==> config.mk <==
export PLATFORM = sky130hd
export DESIGN_NAME = sgi_dispatch
export DESIGN_NICKNAME = d
export VERILOG_FILES = /design/src/rtl/sgi_pkg.sv /design/src/rtl/sgi_field_decode.sv /design/src/rtl/sgi_target_filter.sv /design/src/rtl/sgi_pulse_reg.sv /design/src/rtl/sgi_dispatch.sv
export SDC_FILE = /design/constraint.sdc
export NUM_CORES = 1
export LEC_CHECK = 0
export BUFFER_PORTS_ARGS = -buffer_cell sky130_fd_sc_hd__buf_2
export CORE_MARGIN = 2
export CORE_UTILIZATION = 39
export DETAILED_ROUTE_END_ITERATION = 7
export PLACE_DENSITY_LB_ADDON = 0.15
export SYNTH_ARGS = -nofsm -noshare
export SYNTH_HDL_FRONTEND = slang
export SYNTH_SLANG_ARGS = --single-unit
==> constraint.sdc <==
create_clock -name clk -period 2.2 [get_ports clk]
set_input_delay 0.66 -clock clk [delete_from_list [all_inputs] [get_ports clk]]
set_output_delay 0.66 -clock clk [all_outputs]
set_load 0.1 [all_outputs]
==> src/rtl/sgi_pkg.sv <==
// Package: shared field positions and the target-selection mode type for
// the software-interrupt dispatcher. Assumes the 32-bit trigger word
// layout described in the brief.
package sgi_pkg;
    localparam int WORD_W    = 32;
    localparam int INTID_LSB = 0;
    localparam int INTID_W   = 4;
    localparam int LIST_LSB  = 16;
    localparam int MODE_LSB  = 24;
    localparam int MODE_W    = 2;

    typedef enum logic [MODE_W-1:0] {
        SEL_LIST   = 2'd0,
        SEL_OTHERS = 2'd1,
        SEL_SELF   = 2'd2,
        SEL_RSVD   = 2'd3
    } sel_mode_e;
endpackage

==> src/rtl/sgi_field_decode.sv <==
// Splits a trigger word into interrupt number, target list and mode.
// Assumes N_CPU <= 8 so the list fits in its 8-bit field.
module sgi_field_decode
    import sgi_pkg::*;
#(
    parameter int N_CPU = 8
) (
    input  logic [WORD_W-1:0]  word,
    output logic [INTID_W-1:0] intid,
    output logic [N_CPU-1:0]   list,
    output sel_mode_e          mode
);
    logic unused_fields;

    // Pull out the three fields; the remaining bits are deliberately dropped.
    always_comb begin
        intid = word[INTID_LSB +: INTID_W];
        list  = word[LIST_LSB +: N_CPU];
        mode  = sel_mode_e'(word[MODE_LSB +: MODE_W]);
        unused_fields = ^{word[LIST_LSB-1:INTID_LSB+INTID_W],
                          word[WORD_W-1:MODE_LSB+MODE_W]};
    end
endmodule

==> src/rtl/sgi_target_filter.sv <==
// Turns mode, written list and requester into the final target set, with
// every CPU at or above the online count removed. Assumes req < N_CPU.
module sgi_target_filter
    import sgi_pkg::*;
#(
    parameter int N_CPU = 8,
    localparam int ID_W  = $clog2(N_CPU),
    localparam int CNT_W = $clog2(N_CPU + 1)
) (
    input  sel_mode_e        mode,
    input  logic [N_CPU-1:0] list,
    input  logic [ID_W-1:0]  req,
    input  logic [CNT_W-1:0] online_cnt,
    output logic [N_CPU-1:0] targets
);
    logic [N_CPU-1:0] online_mask;
    logic [N_CPU-1:0] self_bit;

    // One comparator per CPU builds the online mask and the requester bit.
    for (genvar g = 0; g < N_CPU; g++) begin : g_cpu
        assign online_mask[g] = online_cnt > CNT_W'(g);
        assign self_bit[g]    = req == ID_W'(g);
    end

    // Select the raw set by mode, then clip it to existing CPUs.
    always_comb begin
        unique case (mode)
            SEL_LIST:   targets = list;
            SEL_OTHERS: targets = ~self_bit;
            SEL_SELF:   targets = self_bit;
            default:    targets = '0;
        endcase
        targets = targets & online_mask;
    end
endmodule

==> src/rtl/sgi_pulse_reg.sv <==
// Registers the one-cycle set-pending pulse with its interrupt number and
// one-hot source mask. The payload is zeroed whenever no target is set.
module sgi_pulse_reg
    import sgi_pkg::*;
#(
    parameter int N_CPU = 8,
    localparam int ID_W = $clog2(N_CPU)
) (
    input  logic               clk,
    input  logic               rst_n,
    input  logic               fire,
    input  logic [N_CPU-1:0]   targets,
    input  logic [INTID_W-1:0] intid,
    input  logic [ID_W-1:0]    req,
    output logic [N_CPU-1:0]   vld_q,
    output logic [INTID_W-1:0] intid_q,
    output logic [N_CPU-1:0]   src_q
);
    logic [N_CPU-1:0] req_onehot;
    logic             any_hit;

    // Decode the requester number into its source-mask bit.
    for (genvar g = 0; g < N_CPU; g++) begin : g_src
        assign req_onehot[g] = req == ID_W'(g);
    end

    assign any_hit = fire && (targets != '0);

    // Capture a pulse for one cycle; clear it on reset or when idle.
    always_ff @(posedge clk) begin
        if (!rst_n || !any_hit) begin
            vld_q   <= '0;
            intid_q <= '0;
            src_q   <= '0;
        end else begin
            vld_q   <= targets;
            intid_q <= intid;
            src_q   <= req_onehot;
        end
    end
endmodule

==> src/rtl/sgi_dispatch.sv <==
// Top of the software-interrupt dispatcher. Decodes a trigger-register
// write and emits, one cycle later, a set-pending pulse per target CPU.
// Assumes at most one write per cycle and req_cpu below N_CPU.
module sgi_dispatch
    import sgi_pkg::*;
#(
    parameter int N_CPU = 8,
    localparam int ID_W  = $clog2(N_CPU),
    localparam int CNT_W = $clog2(N_CPU + 1)
) (
    input  logic               clk,
    input  logic               rst_n,
    input  logic               wr_en,
    input  logic [WORD_W-1:0]  wr_data,
    input  logic [ID_W-1:0]    req_cpu,
    input  logic [CNT_W-1:0]   online_cnt,
    output logic [WORD_W-1:0]  rd_data,
    output logic [N_CPU-1:0]   pend_vld,
    output logic [INTID_W-1:0] pend_intid,
    output logic [N_CPU-1:0]   pend_src
);
    logic [INTID_W-1:0] dec_intid;
    logic [N_CPU-1:0]   dec_list;
    sel_mode_e          dec_mode;
    logic [N_CPU-1:0]   sel_targets;

    // The trigger register reads as zero.
    assign rd_data = '0;

    sgi_field_decode #(.N_CPU(N_CPU)) decode_i (
        .word  (wr_data),
        .intid (dec_intid),
        .list  (dec_list),
        .mode  (dec_mode)
    );

    sgi_target_filter #(.N_CPU(N_CPU)) filter_i (
        .mode       (dec_mode),
        .list       (dec_list),
        .req        (req_cpu),
        .online_cnt (online_cnt),
        .targets    (sel_targets)
    );

    sgi_pulse_reg #(.N_CPU(N_CPU)) pulse_i (
        .clk     (clk),
        .rst_n   (rst_n),
        .fire    (wr_en),
        .targets (sel_targets),
        .intid   (dec_intid),
        .req     (req_cpu),
        .vld_q   (pend_vld),
        .intid_q (pend_intid),
        .src_q   (pend_src)
    );

    // Reserved mode never produces a pulse.
    p_rsvd_quiet_r5: assert property (@(posedge clk) disable iff (!rst_n)
        (wr_en && wr_data[MODE_LSB +: MODE_W] == 2'd3) |=> pend_vld == '0);

    // No pulse without a write in the previous cycle.
    p_one_cycle_r9: assert property (@(posedge clk) disable iff (!rst_n)
        !wr_en |=> pend_vld == '0);

    // Pulses never reach CPUs at or above the online count.
    p_online_bound_r2: assert property (@(posedge clk) disable iff (!rst_n)
        wr_en |=> (pend_vld >> $past(online_cnt)) == '0);

    // Broadcast-to-others never includes the requester.
    p_skip_self_r3: assert property (@(posedge clk) disable iff (!rst_n)
        (wr_en && wr_data[MODE_LSB +: MODE_W] == 2'd1) |=> !pend_vld[$past(req_cpu)]);

    // Source mask is one-hot while a pulse is out.
    p_src_onehot_r7: assert property (@(posedge clk) disable iff (!rst_n)
        (pend_vld != '0) |-> $onehot(pend_src));

    // Payload is clean while no pulse is out.
    p_idle_clean_r10: assert property (@(posedge clk) disable iff (!rst_n)
        (pend_vld == '0) |-> (pend_src == '0 && pend_intid == '0));
endmodule

# [Word level (Yosys, flattened, before mapping)]
# Cells that the tools add are included.
[totals] mem_count=0 latch_bits=0 output_inout_bits=52 ff_bits=20 inputBits=42 mem_bits_rw=0 mem_bits_ro=0 word_cells=30
[classes] n_reduce_logical=7 bitwise_logic=2 n_shift=0 n_lt_le_gt_ge=8 muxes=1 n_addsub=0 n_div=0 mul=0 n_eq_ne=9
[op_table] operator="8-bit case mux with 3 select lines" n=1
[op_table] operator="4-bit by 3-bit greater-than comparator with 1-bit output (second input constant)" n=4
[op_table] operator="3-bit equality test (second input constant)" n=4
[op_table] operator="8-bit AND" n=1
[op_table] operator="4-bit by 1-bit greater-than comparator with 1-bit output (second input constant)" n=2
[op_table] operator="4-bit by 2-bit greater-than comparator with 1-bit output (second input constant)" n=2
[op_table] operator="8-bit inverter" n=1
[op_table] operator="8-bit nonzero test" n=1
[op_table] operator="3-bit by 2-bit equality test with 1-bit output (second input constant)" n=2
[op_table] operator="3-bit by 1-bit equality test with 1-bit output (second input constant)" n=1
[op_table] operator="3-bit logical NOT" n=1
[op_table] operator="2-bit by 1-bit equality test with 1-bit output (second input constant)" n=1
[op_table] operator="2-bit equality test (second input constant)" n=1
[op_table] operator="1-bit logical NOT" n=2
[op_table] operator="2-bit logical NOT" n=1
[op_table] operator="1-bit logical AND" n=1
[op_table] operator="1-bit logical OR" n=1

# [Longest topological paths before layout]
# Gate-level depths: netlist (run 1).
[logic_depth] word_depth=8 depth_mapped=7 depth_no_buf=5

# [Modules after synthesis]
# From an unflattened synthesis (run 1), not the netlist that was laid out.
[unflattened] cells_unflattened=144 hier_area_um2=1291.2
[modules_own_cells] module="sgi_pulse_reg" area_each_um2=643.1 n_inst=1 cells_per_inst=56 seq_area_each_um2=400.4
[modules_own_cells] module="sgi_target_filter" area_each_um2=299.0 n_inst=1 cells_per_inst=41 seq_area_each_um2=0.0
[modules_own_cells] module="sgi_dispatch" area_each_um2=244.0 n_inst=1 cells_per_inst=33 seq_area_each_um2=0.0
[modules_own_cells] module="sgi_field_decode" area_each_um2=105.1 n_inst=1 cells_per_inst=14 seq_area_each_um2=0.0

# [Worst setup path before layout (run 1)]
# OpenSTA, ideal clock, no wires.
[synth_timing] kind="in2reg" start="input port req_cpu[1]" end="register pulse_i.src_q[5]" path_stages=6 setup_ns=0.073 slack_ns=0.257 required_time_ns=2.127 t_arrival_ns=1.870 n_path_buf=1 cell_sequence="or3b_1 a2111oi_2 nor2_1 nand4_2 buf_6 nor3b_2"
[synth_between] elab_chain_len=8 word_cells_on_any_way=15
[synth_rtl] element="start: declaration" line_no="sgi_dispatch.sv:15" source="input logic [ID_W-1:0] req_cpu,"
[synth_rtl] element="3-bit by 1-bit equality test with 1-bit output (tied with other cells)" line_no="sgi_target_filter.sv:22" source="assign self_bit[g] = req == ID_W'(g);"
[synth_rtl] element="8-bit inverter" line_no="sgi_target_filter.sv:29" source="SEL_OTHERS: targets = ~self_bit;"
[synth_rtl] element="8-bit case mux with 3 select lines" line_no="sgi_target_filter.sv:27" source="unique case (mode)"
[synth_rtl] element="8-bit AND" line_no="sgi_target_filter.sv:33" source="targets = targets & online_mask;"
[synth_rtl] element="8-bit nonzero test" line_no="sgi_pulse_reg.sv:27" source="assign any_hit = fire && (targets != '0);"
[synth_rtl] element="1-bit logical AND" line_no="sgi_pulse_reg.sv:27"
[synth_rtl] element="1-bit logical NOT" line_no="sgi_pulse_reg.sv:31" source="if (!rst_n || !any_hit) begin"
[synth_rtl] element="1-bit logical OR" line_no="sgi_pulse_reg.sv:31"
[synth_rtl] element="end signal: assignment" line_no="sgi_pulse_reg.sv:38" source="src_q <= req_onehot;"
[synth_rtl] element="end: declaration" line_no="sgi_pulse_reg.sv:17" source="output logic [N_CPU-1:0] src_q"
# Parallel ways exist; a longest one is shown, timed or not.
# A chain may end at the register's enable or synchronous reset.

# [Worst setup path in the final report (run 1)]
[layout_timing] start="input port wr_data[25]" end="register pulse_i.src_q[0]"
[layout_between] elab_chain_len=7 word_cells_on_any_way=9
[layout_rtl] element="start: declaration" line_no="sgi_dispatch.sv:14" source="input logic [WORD_W-1:0] wr_data,"
[layout_rtl] element="2-bit equality test (tied with other cells)" line_no="sgi_target_filter.sv:27"
[layout_rtl] element="8-bit case mux with 3 select lines *" line_no="sgi_target_filter.sv:27"
[layout_rtl] element="8-bit AND *" line_no="sgi_target_filter.sv:33"
[layout_rtl] element="8-bit nonzero test *" line_no="sgi_pulse_reg.sv:27"
[layout_rtl] element="1-bit logical AND *" line_no="sgi_pulse_reg.sv:27"
[layout_rtl] element="1-bit logical NOT *" line_no="sgi_pulse_reg.sv:31"
[layout_rtl] element="1-bit logical OR *" line_no="sgi_pulse_reg.sv:31"
# Every way passes the cells marked *; elsewhere a longest branch is shown, timed or not.

==> results of run 1 <==
-- logic make-up (layout without fill, tap and decap cells) --
family	count (synthesis)	in the layout	synth area share
buf+inv	41	57	0.248
simple gates	47	47	0.279
mux	4	4	0.0341
other cells	1	32	0.00319
flops	20	20	0.341
compound gates	13	13	0.0948
-- stage by stage --
| stage | setup WS, ps | util |
|---|---|---|
| floorplan | 257 | - |
| global placement | 0.274 | 0.472 |
| detailed placement | -69.0 | 0.472 |
| CTS | 265 | 0.491 |
| global route | 156 | 0.491 |
| finish | 233 | 0.491 |
-- cell usage in the layout (no fill, tap or decap), types with 2 or more instances in the layout --
| cell type | count |
|---|---|
| buf_2 | 43 |
| conb_1 | 32 |
| dfxtp_1 | 20 |
| and3_1 | 13 |
| buf_4 | 9 |
| nor3_1 | 6 |
| nor2_1 | 5 |
| nor3b_2 | 5 |
| mux2i_1 | 4 |
| and2_1 | 3 |
| clkbuf_4 | 3 |
| nor4_1 | 2 |
| nand3b_1 | 2 |
| o32a_1 | 2 |
| or3_1 | 2 |
-- power groups by stage --
stage | sequential, W | clock (W) | combinational [W]
global placement | 0.000383 | 0 | 0.000443
detailed placement | 0.000384 | 0 | 0.000445
finish | 0.000375 | 0.000299 | 0.000447
CTS | 0.000376 | 0.000308 | 0.000446
global route | 0.000377 | 0.000321 | 0.000463
floorplan | 0.000468 | 0 | 0.000349
-- sequential cells by signal, indices dropped and copies added (netlist names) --
name	flops
pulse_i.intid_q	4
pulse_i.src_q	8
pulse_i.vld_q	8
-- layout make-up --
cell class	count	area (µm²)
clock buffers	3	22.5
clock inverters	1	30.0
fillers	272	1430
inverters	1	3.75
multi-input cells	96	599
flip-flops and latches	20	400
well taps	31	38.8
repair buffers	52	283
-- final timing paths --
check	startpoint	end	slack, ps	depth (start not counted)
max	wr_data[25]	pulse_i.src_q[0]	230	6
min	wr_data[3]	pulse_i.intid_q[3]	570	2
-- critical path, cell delays in order --
cell	delay [ps]
buf_2	130
or3_1	370
o2111ai_1	130
a21boi_0	290
nand4_2	290
and3_1	280
-- per-layer routing --
layer / up-vias / GRT usage / wire, µm
met3: 2 / 0.0308 / 272
met4: 0 / 0.0779 / 27
met2: 58 / 0.227 / 1140
met1: 428 / 0.162 / 989
li1: 477 / - / -
met5: - / 0 / 0
==> out/qor.csv, run 1 <==
stage,metric,value,unit
power_and_ir_drop,power_frac_comb,0.399,
cells_and_area,post-route-cell-area,0.00138,mm²
clock_tree,ctsHoldBuffers,0,
logic_synthesis,netlist_area,0.00117,mm²
logic_synthesis,synth_area_leaders,"dfxtp_1, buf_4, and3_1, nor3b_2, mux2i_1",
clock_tree,clk_pin_slew,120,ps
routing,drc,3,
placed_design,dpl.hpwl,1.91,mm
worst_hold_path,hold_class,input pin to register,
routing,wl_per_cell,11.9,µm
power_and_ir_drop,seq_power_share,0.335,
sta,post-route-min-period,1970,ps
logic_synthesis,avgSynthCellArea,9.32,µm²
setup_path,required,2400,ps
setup_path,arrival,2170,ps
grt,grt_pass1_vias,834,
power_and_ir_drop,p_clk_frac,0.267,
cells_and_area,layout.nets,216,
die,die_height,58.9,µm
grt,grt_pass1_wl,3.60,mm
die,io_pins,94,
clock_tree,cts_buffers,3,
die,core,0.00281,mm²
clock_tree,clock_sinks,20,
logic_synthesis,synthFlopType,dfxtp_1,
sta,max_freq,508,MHz
clock_tree,cts_tree,done,
clock_tree,cts_setup_buffers,0,
routing,ant_nets,0,
placed_design,gp_congestion,0.733,
setup_path,crit_type,input pin to register,
logic_synthesis,yosysWarnings,0,
sta,holdWs,570,ps
grt,grt_antenna_before_repair,0,
logic_synthesis,yosysTopAreaCell,dfxtp_1,
logic_synthesis,async_reset_ff_frac,0,
cells_and_area,instances_no_fill,204,
die,row_count,19,
logic_synthesis,synth-seq-cells,20,
grt,track_usage,0.137,
job,cap_viol_max_count,0,
routing,wirelength,2.43,mm
power_and_ir_drop,irDropWorstVdd,0.356,mV
logic_synthesis,synth-seq-area-share,0.341,
sta,setup_tns,0,ps
die,die_w,58.9,µm
placed_design,dp_cells,200,
run_status,status,"finished, violations left",
routing,drtIter0Drc,25,
clock_tree,htreeDepth,1,
placed_design,placed_cell_area,0.00133,mm²
sta,slew_violations,0,
power_and_ir_drop,p_sw,0.000501,W
power_and_ir_drop,power_density,814,mW/mm²
run_status,violations,design-rule violations,
sta,finalHoldViolations,0,
sta,setup_viol,0,
logic_synthesis,synth_most_common_cell,buf_4,
sta,rsz0062_at_grt,no,
logic_synthesis,ys_types,37,
cells_and_area,drive_gt1_frac,0.364,
clock_tree,cts_root_buf,clkbuf_4,
die,start_util,0.419,
power_and_ir_drop,internal_power,0.000620,W
grt,grt_max_degree,16,
routing,vias,965,
setup_path,cp_max_fo,12,
logic_synthesis,synth_top_area_share,0.341,
cells_and_area,syn2layout_area_growth,17.3,%
power_and_ir_drop,total_power,0.00112,W
placed_design,io_buffers,43,
clock_tree,cts_resized,0,
routing,viasPerCell,4.73,
clock_tree,clockBufferDepth,2,
logic_synthesis,synthCells,126,
grt,grt_overflow,0,
cells_and_area,antenna_cells,0,
power_and_ir_drop,p_leak,0.737,nW
routing,dr.pass1.iters,8,
logic_synthesis,yosys-top-cells-count,"buf_4, dfxtp_1, and3_1, nor3_1",
setup_path,end_kind,register,
power_and_ir_drop,switching_share,0.447,
sta,finalCritPeriodShare,0.894,
setup_path,critPathLaunchType,input pin,
die,dieArea,0.00347,mm²
logic_synthesis,synth_edf_count,0,
Note: power is estimated with default switching activity, not from simulation.
==> inputs of run 2 (changes only) <==
--- a/config.mk
+++ b/config.mk
@@ -9,7 +9,7 @@
 export CORE_MARGIN = 2
 export CORE_UTILIZATION = 39
 export DETAILED_ROUTE_END_ITERATION = 7
-export PLACE_DENSITY_LB_ADDON = 0.15
+export PLACE_DENSITY = 0.8
 export SYNTH_ARGS = -nofsm -noshare
 export SYNTH_HDL_FRONTEND = slang
 export SYNTH_SLANG_ARGS = --single-unit
==> out/qor.csv, run 2 (synthesized netlist as in run 1, its figures left out) <==
stage,metric,value,unit,change
grt,grt_max_degree,16,,unchanged
power_and_ir_drop,p_leak,0.723,nW,-1.9%
sta,setup_viol,0,,unchanged
power_and_ir_drop,internal_power,0.000500,W,-19%
routing,wl_per_cell,11.5,µm,-3.3%
cells_and_area,layout.nets,216,,unchanged
grt,grt_pass1_vias,772,,-7.4%
power_and_ir_drop,irDropWorstVdd,0.321,mV,-9.7%
sta,setup_tns,0,ps,unchanged
cells_and_area,final_cell_mix,"buf_2, conb_1, dfxtp_1",,
grt,grt_pass1_wl,3.44,mm,-4.4%
die,die_height,58.9,µm,unchanged
sta,rsz0062_at_grt,no,,
sta,max_freq,518,MHz,+1.9%
grt,grt_antenna_before_repair,0,,unchanged
placed_design,pre_cts_ws,-36.1,ps,+32.9 ps
clock_tree,clock_sinks,20,,unchanged
die,io_pins,94,,unchanged
routing,vias,987,,+2.3%
power_and_ir_drop,p_clk_frac,0.168,,-0.099
worst_hold_path,hold_path_end,pulse_i.intid_q[3],,
setup_path,required,2400,ps,about the same
power_and_ir_drop,seq_power_share,0.380,,+0.045
run_status,status,"finished, violations left",,
sta,holdWs,581,ps,+11.3 ps
die,die_w,58.9,µm,unchanged
cells_and_area,reg_top3,"pulse_i.src_q x8, pulse_i.vld_q x8, pulse_i.intid_q x4",,
grt,grt_overflow,0,,unchanged
worst_hold_path,min_from,wr_data[3],,
cells_and_area,syn2layout_area_growth,14.7,%,
sta,post-route-min-period,1930,ps,-36.2 ps
cells_and_area,antenna_cells,0,,unchanged
run_status,violations,design-rule violations,,
routing,ant_nets,0,,unchanged
setup_path,critPathLaunchType,input pin,,
cells_and_area,final_common_cell,buf_2,,
routing,drc,5,,+2
routing,viasPerCell,4.86,,+2.8%
setup_path,crit_type,input pin to register,,
grt,track_usage,0.131,,-0.00655
placed_design,dpl.hpwl,1.89,mm,-1.0%
die,dieArea,0.00347,mm²,unchanged
power_and_ir_drop,power_density,733,mW/mm²,-10%
cells_and_area,instances_no_fill,203,,-0.49%
clock_tree,cts_resized,0,,unchanged
clock_tree,cts_tree,done,,
routing,dr.pass1.iters,8,,unchanged
clock_tree,clk_pin_slew,100,ps,-20 ps
placed_design,io_buffers,43,,unchanged
clock_tree,htreeDepth,1,,unchanged
cells_and_area,fillers,265,,-2.6%
sta,setup_slack,269,ps,+36.2 ps
power_and_ir_drop,p_sw,0.000488,W,-2.7%
job,cap_viol_max_count,0,,unchanged
worst_hold_path,hold_class,input pin to register,,
cells_and_area,drive_gt1_frac,0.360,,-0.00370
setup_path,end_kind,register,,
worst_hold_path,whs_path_depth,2,,unchanged
die,row_count,19,,unchanged
placed_design,dp_cells,200,,unchanged
clock_tree,cts_buffers,3,,unchanged
clock_tree,cts_root_buf,clkbuf_4,,
die,start_util,0.419,,unchanged
clock_tree,ctsHoldBuffers,0,,unchanged
clock_tree,clockBufferDepth,2,,unchanged
sta,finalHoldViolations,0,,unchanged
placed_design,gp_congestion,0.815,,+11%
power_and_ir_drop,switching_share,0.494,,+0.0469
sta,slew_violations,0,,unchanged
setup_path,cp_max_fo,12,,unchanged
power_and_ir_drop,power_frac_comb,0.452,,+0.053
setup_path,arrival,2130,ps,-40 ps
sta,finalCritPeriodShare,0.878,,-0.0165
routing,drtIter0Drc,25,,unchanged
die,core,0.00281,mm²,unchanged
clock_tree,cts_setup_buffers,0,,unchanged
routing,wirelength,2.34,mm,-3.8%
run 2: changes by cell type in the layout (fill, tap and decap cells not counted), sizes merged:
cell    change
bufinv      -1
run 2: critical path: stages:
cell       delay [ps]
buf_2             130
or3_1             390
o2111ai_1         130
a21boi_0          260
nand4_2           270
and3_1            280
run 2: metrics by stage:
stage	util	area, µm²	power [W]
CTS	0.480	1350	0.000992
finish	0.480	1350	0.000988
global placement	0.472	1330	0.000827
global route	0.480	1350	0.00102
floorplan	-	1290	0.000817
detailed placement	0.472	1330	0.000829
run 2: layer usage:
layer	part of all wire	GRT usage	wire (µm)
met3	0.12	0.0176	286
met2	0.44	0.214	1030
met4	0.018	0.0682	43
met1	0.42	0.166	984
met5	0	0	0
run 2: area by class of cell:
type | instances | area (µm²) | area share
Clock buffer | 3 | 22.5 | 0.0167
Inverter | 1 | 3.75 | 0.00279
Multi-Input combinational cell | 96 | 599 | 0.445
Tap cell | 31 | 38.8 | 0.0288
Timing Repair Buffer | 52 | 283 | 0.210
Sequential cell | 20 | 400 | 0.297
run 2: how the worst max path moves through the flow:
stage / slack, ps / start / cells past startpoint / endpoint
after floorplan: 260 / req_cpu[1] / 6 / pulse_i.src_q[5]
after global placement: -20 / wr_data[25] / 6 / pulse_i.src_q[2]
after detailed placement: -40 / wr_data[25] / 6 / pulse_i.src_q[3]
after CTS: 300 / wr_data[25] / 6 / pulse_i.src_q[3]
after global routing: 140 / req_cpu[0] / 7 / pulse_i.intid_q[1]
final: 270 / wr_data[25] / 6 / pulse_i.intid_q[0]
run 2: power by group through the flow:
stage                     Combinational (W)  Sequential, W  Clock, W
final                              0.000447       0.000375  0.000166
after global routing               0.000463       0.000376  0.000177
after CTS                          0.000446       0.000375  0.000171
after detailed placement           0.000445       0.000384         0
after global placement             0.000443       0.000384         0
after floorplan                    0.000349       0.000468         0
==> inputs of run 3 (changes only) <==
--- a/config.mk
+++ b/config.mk
@@ -7,9 +7,10 @@
 export LEC_CHECK = 0
 export BUFFER_PORTS_ARGS = -buffer_cell sky130_fd_sc_hd__buf_2
 export CORE_MARGIN = 2
-export CORE_UTILIZATION = 39
+export CORE_UTILIZATION = 40
 export DETAILED_ROUTE_END_ITERATION = 7
-export PLACE_DENSITY = 0.8
+export PLACE_DENSITY = 0.79
 export SYNTH_ARGS = -nofsm -noshare
 export SYNTH_HDL_FRONTEND = slang
+export SYNTH_HIERARCHICAL = 1
 export SYNTH_SLANG_ARGS = --single-unit
==> out/qor.csv, run 3 <==
stage,metric,value,unit,change
cells_and_area,reg_top3,"pulse_i/src_q x8, pulse_i/vld_q x8, pulse_i/intid_q x4",,
run_status,status,completed,,
sta,max_freq,489,MHz,-5.5%
setup_path,critPathLaunchType,input pin,,
logic_synthesis,synthCells,144,,+14%
grt,grt_overflow,0,,unchanged
logic_synthesis,synth_area_leaders,"dfxtp_1, buf_4, a211oi_1, and3_1, mux2_2",,
routing,dr.pass1.iters,4,,-4
power_and_ir_drop,switching_share,0.475,,-0.0188
logic_synthesis,netlist_area,0.00129,mm²,+9.9%
placed_design,io_buffers,43,,unchanged
die,row_count,20,,+1
sta,post-route-min-period,2040,ps,+112 ps
grt,top_usage_layer,met2,,
job,cap_viol_max_count,0,,unchanged
routing,drtIter0Drc,38,,+52%
sta,finalHoldViolations,0,,unchanged
setup_path,required,2340,ps,-60 ps
power_and_ir_drop,power_density,727,mW/mm²,-0.80%
grt,track_usage,0.119,,-0.0118
routing,wl_per_cell,9.67,µm,-16%
sta,finalCritPeriodShare,0.929,,+0.0510
setup_path,cp_max_fo,12,,unchanged
setup_path,path_cells,buf_2 > or2_1 > o22ai_1 > nor2_1 > nor4_4 > a211oi_1,,
clock_tree,cts_tree,done,,
worst_hold_path,hold_class,input pin to register,,
worst_hold_path,whs_path_depth,3,,+1
sta,slew_violations,0,,unchanged
logic_synthesis,synthFlopType,dfxtp_1,,
clock_tree,clk_pin_slew,100,ps,about the same
cells_and_area,drive_gt1_frac,0.383,,+0.0229
power_and_ir_drop,p_leak,0.706,nW,-2.3%
die,die_w,60.8,µm,+3.3%
sta,setup_viol,0,,unchanged
logic_synthesis,synth_edf_count,0,,unchanged
cells_and_area,final_cell_mix,"buf_2, conb_1, dfxtp_1",,
sta,slew_headroom,0.565,,
sta,setup_tns,0,ps,unchanged
cells_and_area,layout.nets,223,,+3.2%
power_and_ir_drop,power_frac_comb,0.454,,+0.002
sta,rsz0062_at_grt,no,,
power_and_ir_drop,seq_power_share,0.361,,-0.019
setup_path,end_kind,register,,
grt,met1_usage,0.138,,-0.0271
cells_and_area,post-route-cell-area,0.00143,mm²,+5.9%
placed_design,dpl.hpwl,1.78,mm,-6.1%
routing,vias,968,,-1.9%
die,io_pins,94,,unchanged
cells_and_area,antenna_cells,0,,unchanged
power_and_ir_drop,p_clk_frac,0.185,,+0.017
grt,grt_pass1_vias,817,,+5.8%
grt,met2_usage,0.218,,+0.00384
logic_synthesis,ys_types,33,,-11%
logic_synthesis,synth-seq-cells,20,,unchanged
placed_design,pre_cts_ws,-447,ps,-411 ps
logic_synthesis,synth_top_area_share,0.310,,-0.0307
logic_synthesis,avgSynthCellArea,8.97,µm²,-3.8%
setup_path,arrival,2180,ps,+50 ps
grt,grt_antenna_before_repair,0,,unchanged
grt,grt_max_degree,17,,+1
routing,viasPerCell,4.32,,-11%
routing,wirelength,2.17,mm,-7.4%
clock_tree,clock_sinks,20,,unchanged
worst_hold_path,min_from,wr_data[3],,
logic_synthesis,yosysTopAreaCell,dfxtp_1,,
power_and_ir_drop,irDropWorstVdd,0.246,mV,-23%
sta,tightest_slew,648,ps,
clock_tree,clockBufferDepth,2,,unchanged
clock_tree,ctsHoldBuffers,0,,unchanged
clock_tree,htreeDepth,1,,unchanged
die,dieArea,0.00370,mm²,+6.7%
routing,ant_nets,0,,unchanged
logic_synthesis,synth_most_common_cell,buf_4,,
grt,grt_pass1_wl,3.37,mm,-2.2%
routing,drc,0,,-5
die,core,0.00305,mm²,+8.8%
logic_synthesis,synth-seq-area-share,0.310,,-0.0307
power_and_ir_drop,total_power,0.00104,W,+5.1%
logic_synthesis,yosysWarnings,6,,+6
sta,setup_slack,157,ps,-112 ps
cells_and_area,final_common_cell,buf_2,,
cells_and_area,syn2layout_area_growth,10.6,%,
clock_tree,cts_buffers,3,,unchanged
placed_design,gp_congestion,0.813,,-0.25%
setup_path,cpPeakStageDelay,610,ps,+220 ps
placed_design,placed_cell_area,0.00136,mm²,+2.7%
grt,grtUsageMet3,0.00853,,-0.00905
clock_tree,cts_root_buf,clkbuf_4,,
power_and_ir_drop,internal_power,0.000545,W,+9.0%
die,die_height,60.8,µm,+3.3%
die,start_util,0.423,,+0.00413
logic_synthesis,yosys-top-cells-count,"buf_4, dfxtp_1, a211oi_1, and3_1, nor2_1",,
power_and_ir_drop,p_sw,0.000493,W,+1.1%
setup_path,critical_path.slowest_cell,nor4_4,,
setup_path,crit_type,input pin to register,,
logic_synthesis,async_reset_ff_frac,0,,unchanged
worst_hold_path,hold_path_end,pulse_i/intid_q[3],,
-- run 3: changes by cell type in the layout (fill, tap and decap cells not counted), moves of 3 or more --
| cell | delta |
|---|---|
| nor3b_2 | -5 |
| nor3_2 | +4 |
| a211oi_1 | +8 |
| a21oi_1 | +4 |
| nand3_1 | +6 |
| nor3_1 | -5 |
| and2_1 | -3 |
| and3_1 | -5 |
| mux2_2 | +3 |
| mux2i_1 | -4 |
-- run 3: worst max path at each step --
stage | start | endpoint
finish | wr_data[25] | pulse_i/src_q[5]
global route | wr_data[25] | pulse_i/src_q[5]
CTS | wr_data[25] | pulse_i/src_q[5]
detailed placement | wr_data[25] | pulse_i/src_q[5]
global placement | wr_data[25] | pulse_i/src_q[3]
floorplan | wr_data[25] | pulse_i/src_q[0]
-- run 3: critical path, delay by kind of cell --
kind | cells | cell delay, ps
AO/OA/AOI/OAI | 2 | 370
buffers and inverters | 1 | 100
AND/OR/NAND/NOR | 3 | 1050
-- run 3: per-layer routing --
| metal | routed length [µm] | up-vias |
|---|---|---|
| li1 | - | 500 |
| met2 | 1050 | 49 |
| met4 | 42 | 0 |
| met5 | 0 | - |
| met3 | 175 | 4 |
| met1 | 899 | 415 |
-- run 3: per-stage QoR --
| step | cells | hold slack [ps] | utilization |
|---|---|---|---|
| 6_report | 224 | 616 | 0.468 |
| 5_1_grt | 224 | 598 | 0.468 |
| 4_1_cts | 223 | 607 | 0.464 |
| 3_5_place_dp | 219 | 916 | 0.446 |
| 3_3_place_gp | 219 | 915 | 0.446 |
| 2_1_floorplan | 175 | 813 | - |
-- run 3: layout make-up --
type                    instances  area (µm²)
multi-input cells             102         638
clock buffers                   4        36.3
fillers                       301        1630
well taps                      44        55.1
repair buffers                 54         298
flip-flops and latches         20         400
-- run 3: power groups by stage --
stage	combinational [W]	clock, W	sequential, W
6_report	0.000471	0.000192	0.000375
3_3_place_gp	0.000455	0	0.000383
5_1_grt	0.000491	0.000219	0.000377
2_1_floorplan	0.000379	0	0.000467
3_5_place_dp	0.000458	0	0.000384
4_1_cts	0.000466	0.000199	0.000375
-- run 3: cells by family (layout without fill, tap and decap cells) --
kind of cell / Yosys count / count (layout) / synth area share
compound gates: 24 / 24 / 0.132
buf+inv: 53 / 58 / 0.303
flops: 20 / 20 / 0.310
mux: 6 / 6 / 0.0552
other cells: 1 / 32 / 0.00290
simple gates: 40 / 40 / 0.197
-- run 3: repair_timing --
action	in CTS	in global routing
pin swaps	0	1
cloned	0	0
buffers inserted	0	1
endpoints found under the setup margin	12	9
gates resized for setup	2	1
